### config.mk
export PLATFORM = sky130hd
export DESIGN_NAME = gpio_bank_ss
export DESIGN_NICKNAME = d
export VERILOG_FILES = /design/src/rtl/gpio_bank_pkg.sv /design/src/rtl/gpio_bank_regs.sv /design/src/rtl/gpio_bank_outmux.sv /design/src/rtl/gpio_bank_sync.sv /design/src/rtl/gpio_bank_stream.sv /design/src/rtl/gpio_bank_ss.sv
export SDC_FILE = /design/constraint.sdc
export NUM_CORES = 1
export LEC_CHECK = 0
export ABC_CLOCK_PERIOD_IN_PS = 2460
export BUFFER_PORTS_ARGS = -buffer_cell sky130_fd_sc_hd__buf_2
export CAP_MARGIN = 40
export CORE_ASPECT_RATIO = 0.8
export CORE_MARGIN = 2
export CORE_UTILIZATION = 38
export DETAILED_ROUTE_END_ITERATION = 7
export PLACE_DENSITY = 0.67
export SLEW_MARGIN = 20
export SYNTH_ARGS = -nofsm -noshare
export SYNTH_HDL_FRONTEND = slang
export SYNTH_SLANG_ARGS = --single-unit
### constraint.sdc
create_clock -name clk_i -period 2.46 [get_ports clk_i]
set_input_delay 0.123 -clock clk_i [delete_from_list [all_inputs] [get_ports clk_i]]
set_output_delay 0.123 -clock clk_i [all_outputs]
set_load 0.03 [all_outputs]
### src/rtl/gpio_bank_pkg.sv
package gpio_bank_pkg;

    localparam int ADDR_W = 3;

    localparam logic [ADDR_W-1:0] A_DIR  = 3'd0;
    localparam logic [ADDR_W-1:0] A_VAL  = 3'd1;
    localparam logic [ADDR_W-1:0] A_SEL  = 3'd2;
    localparam logic [ADDR_W-1:0] A_STRM = 3'd3;
    localparam logic [ADDR_W-1:0] A_PINS = 3'd4;

    typedef enum logic [1:0] {
        SRC_ATR  = 2'b00,
        SRC_SW   = 2'b01,
        SRC_DBG0 = 2'b10,
        SRC_DBG1 = 2'b11
    } pin_src_e;

endpackage

### src/rtl/gpio_bank_regs.sv
module gpio_bank_regs
    import gpio_bank_pkg::*;
#(
    parameter int NPINS = 16
) (
    input  logic                  clk_i,
    input  logic                  rst_ni,
    input  logic                  wr_en_i,
    input  logic [ADDR_W-1:0]     wr_addr_i,
    input  logic [2*NPINS-1:0]    wr_data_i,
    input  logic [NPINS-1:0]      wr_mask_i,
    input  logic [ADDR_W-1:0]     rd_addr_i,
    input  logic [NPINS-1:0]      pins_i,
    output logic [2*NPINS-1:0]    rd_data_o,
    output logic [NPINS-1:0]      dir_o,
    output logic [NPINS-1:0]      val_o,
    output logic [2*NPINS-1:0]    sel_o,
    output logic [1:0]            strm_o
);
    localparam int DW = 2 * NPINS;

    typedef struct packed {
        logic [NPINS-1:0] dir;
        logic [NPINS-1:0] val;
        logic [DW-1:0]    sel;
        logic [1:0]       strm;
    } regs_t;

    regs_t st_d, st_q;

    always_comb begin
        st_d = st_q;
        if (wr_en_i) begin
            unique case (wr_addr_i)
                A_DIR:  st_d.dir = (st_q.dir & ~wr_mask_i) | (wr_data_i[NPINS-1:0] & wr_mask_i);
                A_VAL:  st_d.val = (st_q.val & ~wr_mask_i) | (wr_data_i[NPINS-1:0] & wr_mask_i);
                A_SEL: begin
                    for (int p = 0; p < NPINS; p++) begin
                        if (wr_mask_i[p]) st_d.sel[2*p +: 2] = wr_data_i[2*p +: 2];
                    end
                end
                A_STRM: st_d.strm = wr_data_i[1:0];
                default: ;
            endcase
        end
    end

    always_ff @(posedge clk_i or negedge rst_ni) begin
        if (!rst_ni) st_q <= '0;
        else         st_q <= st_d;
    end

    always_comb begin
        rd_data_o = '0;
        unique case (rd_addr_i)
            A_DIR:  rd_data_o[NPINS-1:0] = st_q.dir;
            A_VAL:  rd_data_o[NPINS-1:0] = st_q.val;
            A_SEL:  rd_data_o            = st_q.sel;
            A_STRM: rd_data_o[1:0]       = st_q.strm;
            A_PINS: rd_data_o[NPINS-1:0] = pins_i;
            default: ;
        endcase
    end

    assign dir_o  = st_q.dir;
    assign val_o  = st_q.val;
    assign sel_o  = st_q.sel;
    assign strm_o = st_q.strm;


    dir_mask_keep_chk: assert property (@(posedge clk_i) disable iff (!rst_ni)
        (wr_en_i && wr_addr_i == A_DIR) |=>
            ((st_q.dir & ~$past(wr_mask_i)) == ($past(st_q.dir) & ~$past(wr_mask_i))));


    dir_hold_chk: assert property (@(posedge clk_i) disable iff (!rst_ni)
        !(wr_en_i && wr_addr_i == A_DIR) |=> $stable(st_q.dir));


    val_mask_keep_chk: assert property (@(posedge clk_i) disable iff (!rst_ni)
        (wr_en_i && wr_addr_i == A_VAL) |=>
            ((st_q.val & ~$past(wr_mask_i)) == ($past(st_q.val) & ~$past(wr_mask_i))));


    val_hold_chk: assert property (@(posedge clk_i) disable iff (!rst_ni)
        !(wr_en_i && wr_addr_i == A_VAL) |=> $stable(st_q.val));

endmodule

### src/rtl/gpio_bank_outmux.sv
module gpio_bank_outmux
    import gpio_bank_pkg::*;
#(
    parameter int NPINS = 16
) (
    input  logic [NPINS-1:0]   dir_i,
    input  logic [NPINS-1:0]   val_i,
    input  logic [2*NPINS-1:0] sel_i,
    input  logic [NPINS-1:0]   atr_i,
    input  logic [NPINS-1:0]   dbg0_i,
    input  logic [NPINS-1:0]   dbg1_i,
    output logic [NPINS-1:0]   oe_o,
    output logic [NPINS-1:0]   out_o
);
    logic [NPINS-1:0] src_val;

    for (genvar p = 0; p < NPINS; p++) begin : g_pin
        pin_src_e code;
        assign code = pin_src_e'(sel_i[2*p +: 2]);
        always_comb begin
            unique case (code)
                SRC_ATR:  src_val[p] = atr_i[p];
                SRC_SW:   src_val[p] = val_i[p];
                SRC_DBG0: src_val[p] = dbg0_i[p];
                SRC_DBG1: src_val[p] = dbg1_i[p];
                default:  src_val[p] = 1'b0;
            endcase
        end
    end

    assign oe_o  = dir_i;
    assign out_o = src_val & dir_i;


    always_comb begin
        input_pin_quiet_chk: assert ((out_o & ~oe_o) == '0);
    end

endmodule

### src/rtl/gpio_bank_sync.sv
module gpio_bank_sync #(
    parameter int NPINS = 16
) (
    input  logic             clk_i,
    input  logic             rst_ni,
    input  logic [NPINS-1:0] pad_i,
    output logic [NPINS-1:0] pad_o
);
    typedef struct packed {
        logic [NPINS-1:0] s1;
        logic [NPINS-1:0] s2;
    } sync_t;

    sync_t st_d, st_q;

    always_comb begin
        st_d.s1 = pad_i;
        st_d.s2 = st_q.s1;
    end

    always_ff @(posedge clk_i or negedge rst_ni) begin
        if (!rst_ni) st_q <= '0;
        else         st_q <= st_d;
    end

    assign pad_o = st_q.s2;

endmodule

### src/rtl/gpio_bank_stream.sv
module gpio_bank_stream #(
    parameter int NPINS = 16,
    parameter int SW    = 16
) (
    input  logic             clk_i,
    input  logic             rst_ni,
    input  logic [1:0]       en_i,
    input  logic [NPINS-1:0] pins_i,
    input  logic             valid_i,
    input  logic [SW-1:0]    i_i,
    input  logic [SW-1:0]    q_i,
    output logic             valid_o,
    output logic [SW-1:0]    i_o,
    output logic [SW-1:0]    q_o
);
    localparam int PIN_I = NPINS - 1;
    localparam int PIN_Q = NPINS - 2;

    typedef struct packed {
        logic          vld;
        logic [SW-1:0] i;
        logic [SW-1:0] q;
    } smp_t;

    smp_t st_d, st_q;

    always_comb begin
        st_d.vld = valid_i;
        st_d.i   = i_i;
        st_d.q   = q_i;
        if (en_i[0]) st_d.i[0] = pins_i[PIN_I];
        if (en_i[1]) st_d.q[0] = pins_i[PIN_Q];
    end

    always_ff @(posedge clk_i or negedge rst_ni) begin
        if (!rst_ni) st_q <= '0;
        else         st_q <= st_d;
    end

    assign valid_o = st_q.vld;
    assign i_o     = st_q.i;
    assign q_o     = st_q.q;


    valid_align_chk: assert property (@(posedge clk_i) disable iff (!rst_ni)
        1'b1 |=> (valid_o == $past(valid_i)));


    passthru_chk: assert property (@(posedge clk_i) disable iff (!rst_ni)
        (en_i == 2'b00) |=> (i_o == $past(i_i) && q_o == $past(q_i)));


    upper_bits_chk: assert property (@(posedge clk_i) disable iff (!rst_ni)
        1'b1 |=> (i_o[SW-1:1] == $past(i_i[SW-1:1]) && q_o[SW-1:1] == $past(q_i[SW-1:1])));

endmodule

### src/rtl/gpio_bank_ss.sv
module gpio_bank_ss
    import gpio_bank_pkg::*;
#(
    parameter int NPINS = 16,
    parameter int SW    = 16
) (
    input  logic                clk_i,
    input  logic                rst_ni,
    input  logic                wr_en_i,
    input  logic [ADDR_W-1:0]   wr_addr_i,
    input  logic [2*NPINS-1:0]  wr_data_i,
    input  logic [NPINS-1:0]    wr_mask_i,
    input  logic [ADDR_W-1:0]   rd_addr_i,
    output logic [2*NPINS-1:0]  rd_data_o,
    input  logic [NPINS-1:0]    atr_i,
    input  logic [NPINS-1:0]    dbg0_i,
    input  logic [NPINS-1:0]    dbg1_i,
    input  logic [NPINS-1:0]    pad_in_i,
    output logic [NPINS-1:0]    pad_oe_o,
    output logic [NPINS-1:0]    pad_out_o,
    input  logic                smp_valid_i,
    input  logic [SW-1:0]       smp_i_i,
    input  logic [SW-1:0]       smp_q_i,
    output logic                smp_valid_o,
    output logic [SW-1:0]       smp_i_o,
    output logic [SW-1:0]       smp_q_o
);
    logic [NPINS-1:0]   dir, val, pins_sync;
    logic [2*NPINS-1:0] sel;
    logic [1:0]         strm;

    gpio_bank_sync #(.NPINS(NPINS)) u_sync (
        .clk_i (clk_i),
        .rst_ni(rst_ni),
        .pad_i (pad_in_i),
        .pad_o (pins_sync)
    );

    gpio_bank_regs #(.NPINS(NPINS)) u_regs (
        .clk_i    (clk_i),
        .rst_ni   (rst_ni),
        .wr_en_i  (wr_en_i),
        .wr_addr_i(wr_addr_i),
        .wr_data_i(wr_data_i),
        .wr_mask_i(wr_mask_i),
        .rd_addr_i(rd_addr_i),
        .pins_i   (pins_sync),
        .rd_data_o(rd_data_o),
        .dir_o    (dir),
        .val_o    (val),
        .sel_o    (sel),
        .strm_o   (strm)
    );

    gpio_bank_outmux #(.NPINS(NPINS)) u_mux (
        .dir_i (dir),
        .val_i (val),
        .sel_i (sel),
        .atr_i (atr_i),
        .dbg0_i(dbg0_i),
        .dbg1_i(dbg1_i),
        .oe_o  (pad_oe_o),
        .out_o (pad_out_o)
    );

    gpio_bank_stream #(.NPINS(NPINS), .SW(SW)) u_strm (
        .clk_i  (clk_i),
        .rst_ni (rst_ni),
        .en_i   (strm),
        .pins_i (pins_sync),
        .valid_i(smp_valid_i),
        .i_i    (smp_i_i),
        .q_i    (smp_q_i),
        .valid_o(smp_valid_o),
        .i_o    (smp_i_o),
        .q_o    (smp_q_o)
    );

endmodule

==> results <==
- Setup repair after global routing left no endpoint under its margin.
- The vertical die dimension is 112.5 um.
- The share of the cycle needed by the critical path after routing is 0.7607.
- The critical path capture point type is an output port.
- The H-tree level count is 4.
- In this run the tightest slew margin relative to its limit is 0.5870.
- The number of setup buffers added after CTS is 0.
- The shortest period the worst path allows is 1.871 ns.
- The worst setup path is of the flop to output port kind.
- In this run the most critical hold path is launched from wr_mask_i[2].
- The worst hold path class is input port to flop.
- Leaving out fill and tap cells, the most frequent cells in the layout are sky130_fd_sc_hd__buf_2 (249), sky130_fd_sc_hd__dfrtp_1 (131), sky130_fd_sc_hd__dlygate4sd3_1 (82).
- Along the worst path, the maximum fanout reaches 3.
- The mean routed wirelength per cell is 17.86 um.
- Adding up every negative setup slack in the final design gives 0 ns.
- For this run, the total global-route usage over all layers was measured as 0.2176.
- The starting DRC count in detailed routing is 262.
- Summed over all instances, the cell type with the most area after synthesis is sky130_fd_sc_hd__dfrtp_1.
- The internal reg-to-reg setup slack is 1.61 ns.
- The number of antenna violations at the first check in global routing is 0.
- The area of the die is 15,710 sq um.
- The area of the core is 14,350 sq um.
- The via count is 4,500.
- Data on the critical path is required at its endpoint by 2.34 ns.
- From synthesis to final layout, the design area changed by 51.78%.
- The total number of nets in the final design is 885.
- On the final layout, the worst clock skew is 0.002475 ns.
- The critical path arrival is 1.75 ns.
- The tree is rooted in a sky130_fd_sc_hd__clkbuf_16.
- The leakage power total is 0.004214 uW.
- The hold violation total from the final report came to 0.
- Of the synthesized area, sequential elements account for 0.5863.
- Buffers inserted during clock tree synthesis total 17.
- The type of element launching the critical path is a flop.
- The clock net sink count is 131.
- The max-slew violation total from the final report is 0.
- Gates resized during post-CTS repair numbered 0.
- Leaving out fill and tap cells, the most frequent cell in the layout is sky130_fd_sc_hd__buf_2.
- The transition time at the pin with the least slew margin is 0.6194 ns.
- Dividing the detail-routed via count by the number of cells gives 4.849.
- Input and output buffers added on the ports amount to 250.
- The final number of setup-violating endpoints is 0.
- Synthesis handed over a netlist of 389 instances.
- By area the synthesized netlist is led by sky130_fd_sc_hd__dfrtp_1 (59%), sky130_fd_sc_hd__mux2_2 (8.5%), sky130_fd_sc_hd__mux4_2 (6.4%).
- The run finished with clean final reports.
- In this run the mean area of a mapped cell was 14.37 sq um.
- The via count of the first global-routing pass is 4,950.
- The longest clock path from root to sink contains 2 buffers.
- The die span in x is 139.6 um.
- The clock-pin slew reported for the worst setup and hold paths after clock tree synthesis is 0.06 ns.
- The maximum clock frequency is 0.5344 GHz.
- The endpoint identified for the worst register-to-register timing path is u_regs.sel_o[7].
- The global-route wire length before repair is 26,280 um.
- In the routed design, unresolved DRC markers number 0.
- After synthesis, the netlist uses 34 different library cells.
- The flop and latch count out of synthesis is 131.
- The global placement routability congestion is 0.8153.
- The detail route stage leaves a number of antenna-violating nets equal to 0.
- At the later pin of the worst-skew pair, clock insertion delay measures 0.41 ns.
- The synthesized netlist occupies a cell area of 5592 sq um.
- Entering global routing, the biggest net connects 69 pins.
- Across the run, the number of max-cap violations was 0.
- Once layout is complete, the utilization of the core stands at 0.5916.
- Measured in cells, the most critical reg-to-reg path has a length of 1.
- The worst setup path startpoint is u_regs.sel_o[11].
- For this design the top-level I/O count stands at 251.
- The overflow left after global routing is 0.
- The final layout contains routed wiring with a total length of 16,580 um.
- The placed wire-length estimate is 11,180 um.
- The areal power density over the cells is 809.1 nW/um^2.
- TritonCTS built the clock tree.
- The total of warnings raised by yosys is 0.
- The number of nets in the synthesized netlist is 543.
- In the final layout, the share of cells above drive strength 1 is 0.5188.
- The initial core utilization is 0.3898.
- The share of the synthesized area in the top cell type is 0.5863.
- In this run the critical register-to-register path is launched from u_regs.sel_o[7].
- The placement row count is 39.
- The worst-case IR drop observed on VDD is 0.0006946 V.
- The number of antenna cells inserted is 0.
- The worst hold path stage count is 3.
- The first detailed-routing pass took 4 iterations.
metal layers:
metal / wire length [um] / vias to the layer above / global-route usage
met5: 0 / - / 0
li1: - / 2059 / -
met2: 8386 / 187 / 0.3784
met4: 165 / 0 / 0.06000
met3: 1130 / 15 / 0.06271
met1: 6894 / 2239 / 0.2671
how the worst max path moves through the flow:
stage / end / slack (ns) / cells past startpoint
3_3_place_gp: rd_data_o[1] / 0.72 / 6
5_1_grt: pad_out_o[5] / 0.52 / 3
3_5_place_dp: rd_data_o[1] / 0.71 / 6
2_1_floorplan: rd_data_o[1] / 0.91 / 5
4_1_cts: pad_out_o[3] / 0.58 / 3
6_report: pad_out_o[5] / 0.59 / 3
worst max-delay path, stage by stage (launching register included):
cell and delay (ns):
sky130_fd_sc_hd__dfrtp_1 0.44, sky130_fd_sc_hd__mux4_2 0.54, sky130_fd_sc_hd__and2_1 0.18, sky130_fd_sc_hd__buf_2 0.17
what timing repair did:
| item | 4_1_cts | 5_1_grt |
|---|---|---|
| hold endpoints to repair | 173 | 0 |
| setup endpoints to repair | 0 | 0 |
| hold buffers | 82 | 0 |
kinds of logic after synthesis:
kind of cell    share of synthesized area
flops                              0.5863
simple gates                       0.1202
mux                                0.2450
compound gates                    0.02954
buf+inv                           0.01902
through the flow:
stage	hold slack [ns]	worst slack [ns]	total power, uW	instance area (sq um)	std cells
3_5_place_dp	0.1608	0.7070	4291	7081	814
5_1_grt	0.05127	0.5200	7171	8487	928
3_3_place_gp	0.1488	0.7206	4246	7081	814
4_1_cts	0.02919	0.5817	6925	8487	928
2_1_floorplan	-0.1726	0.9121	3710	5592	389
6_report	0.04604	0.5888	6867	8487	928
cells in the mapped netlist:
master	instances
sky130_fd_sc_hd__a21oi_1	2
sky130_fd_sc_hd__a2bb2oi_1	1
sky130_fd_sc_hd__and2_1	32
sky130_fd_sc_hd__and3b_1	1
sky130_fd_sc_hd__and4bb_2	1
sky130_fd_sc_hd__buf_12	1
sky130_fd_sc_hd__buf_2	4
sky130_fd_sc_hd__buf_4	1
sky130_fd_sc_hd__buf_6	2
sky130_fd_sc_hd__clkbuf_1	7
sky130_fd_sc_hd__clkbuf_2	2
sky130_fd_sc_hd__dfrtp_1	131
sky130_fd_sc_hd__mux2_1	5
sky130_fd_sc_hd__mux2_2	42
sky130_fd_sc_hd__mux2_4	22
sky130_fd_sc_hd__mux2i_1	15
sky130_fd_sc_hd__mux4_2	16
sky130_fd_sc_hd__nand2_1	66
sky130_fd_sc_hd__nand2_4	10
sky130_fd_sc_hd__nand3_1	1
sky130_fd_sc_hd__nand3b_1	1
sky130_fd_sc_hd__nand4b_1	1
sky130_fd_sc_hd__nor2b_1	2
sky130_fd_sc_hd__nor3b_1	1
sky130_fd_sc_hd__nor4b_1	1
sky130_fd_sc_hd__nor4b_4	1
sky130_fd_sc_hd__nor4bb_1	1
sky130_fd_sc_hd__o21a_1	1
sky130_fd_sc_hd__o21ai_0	1
sky130_fd_sc_hd__o21ai_1	1
sky130_fd_sc_hd__o221ai_1	13
sky130_fd_sc_hd__o22a_1	1
sky130_fd_sc_hd__o22ai_1	1
sky130_fd_sc_hd__or2_2	1
cell type report:
type	count	area, sq um
Fill cell	1155	5859
Sequential cell	131	3278
Multi-Input combinational cell	241	2230
Timing Repair Buffer	340	2163
Clock buffer	17	425.4
Tap cell	184	230.2
Clock inverter	15	160.2
power by group:
group / total [uW] / switching, uW / internal, uW
Clock: 2510 / 1070 / 1440
Combinational: 1610 / 821 / 793
Sequential: 2740 / 274 / 2470
Total: 6870 / 2170 / 4700
(Power assumes the default switching activity.)
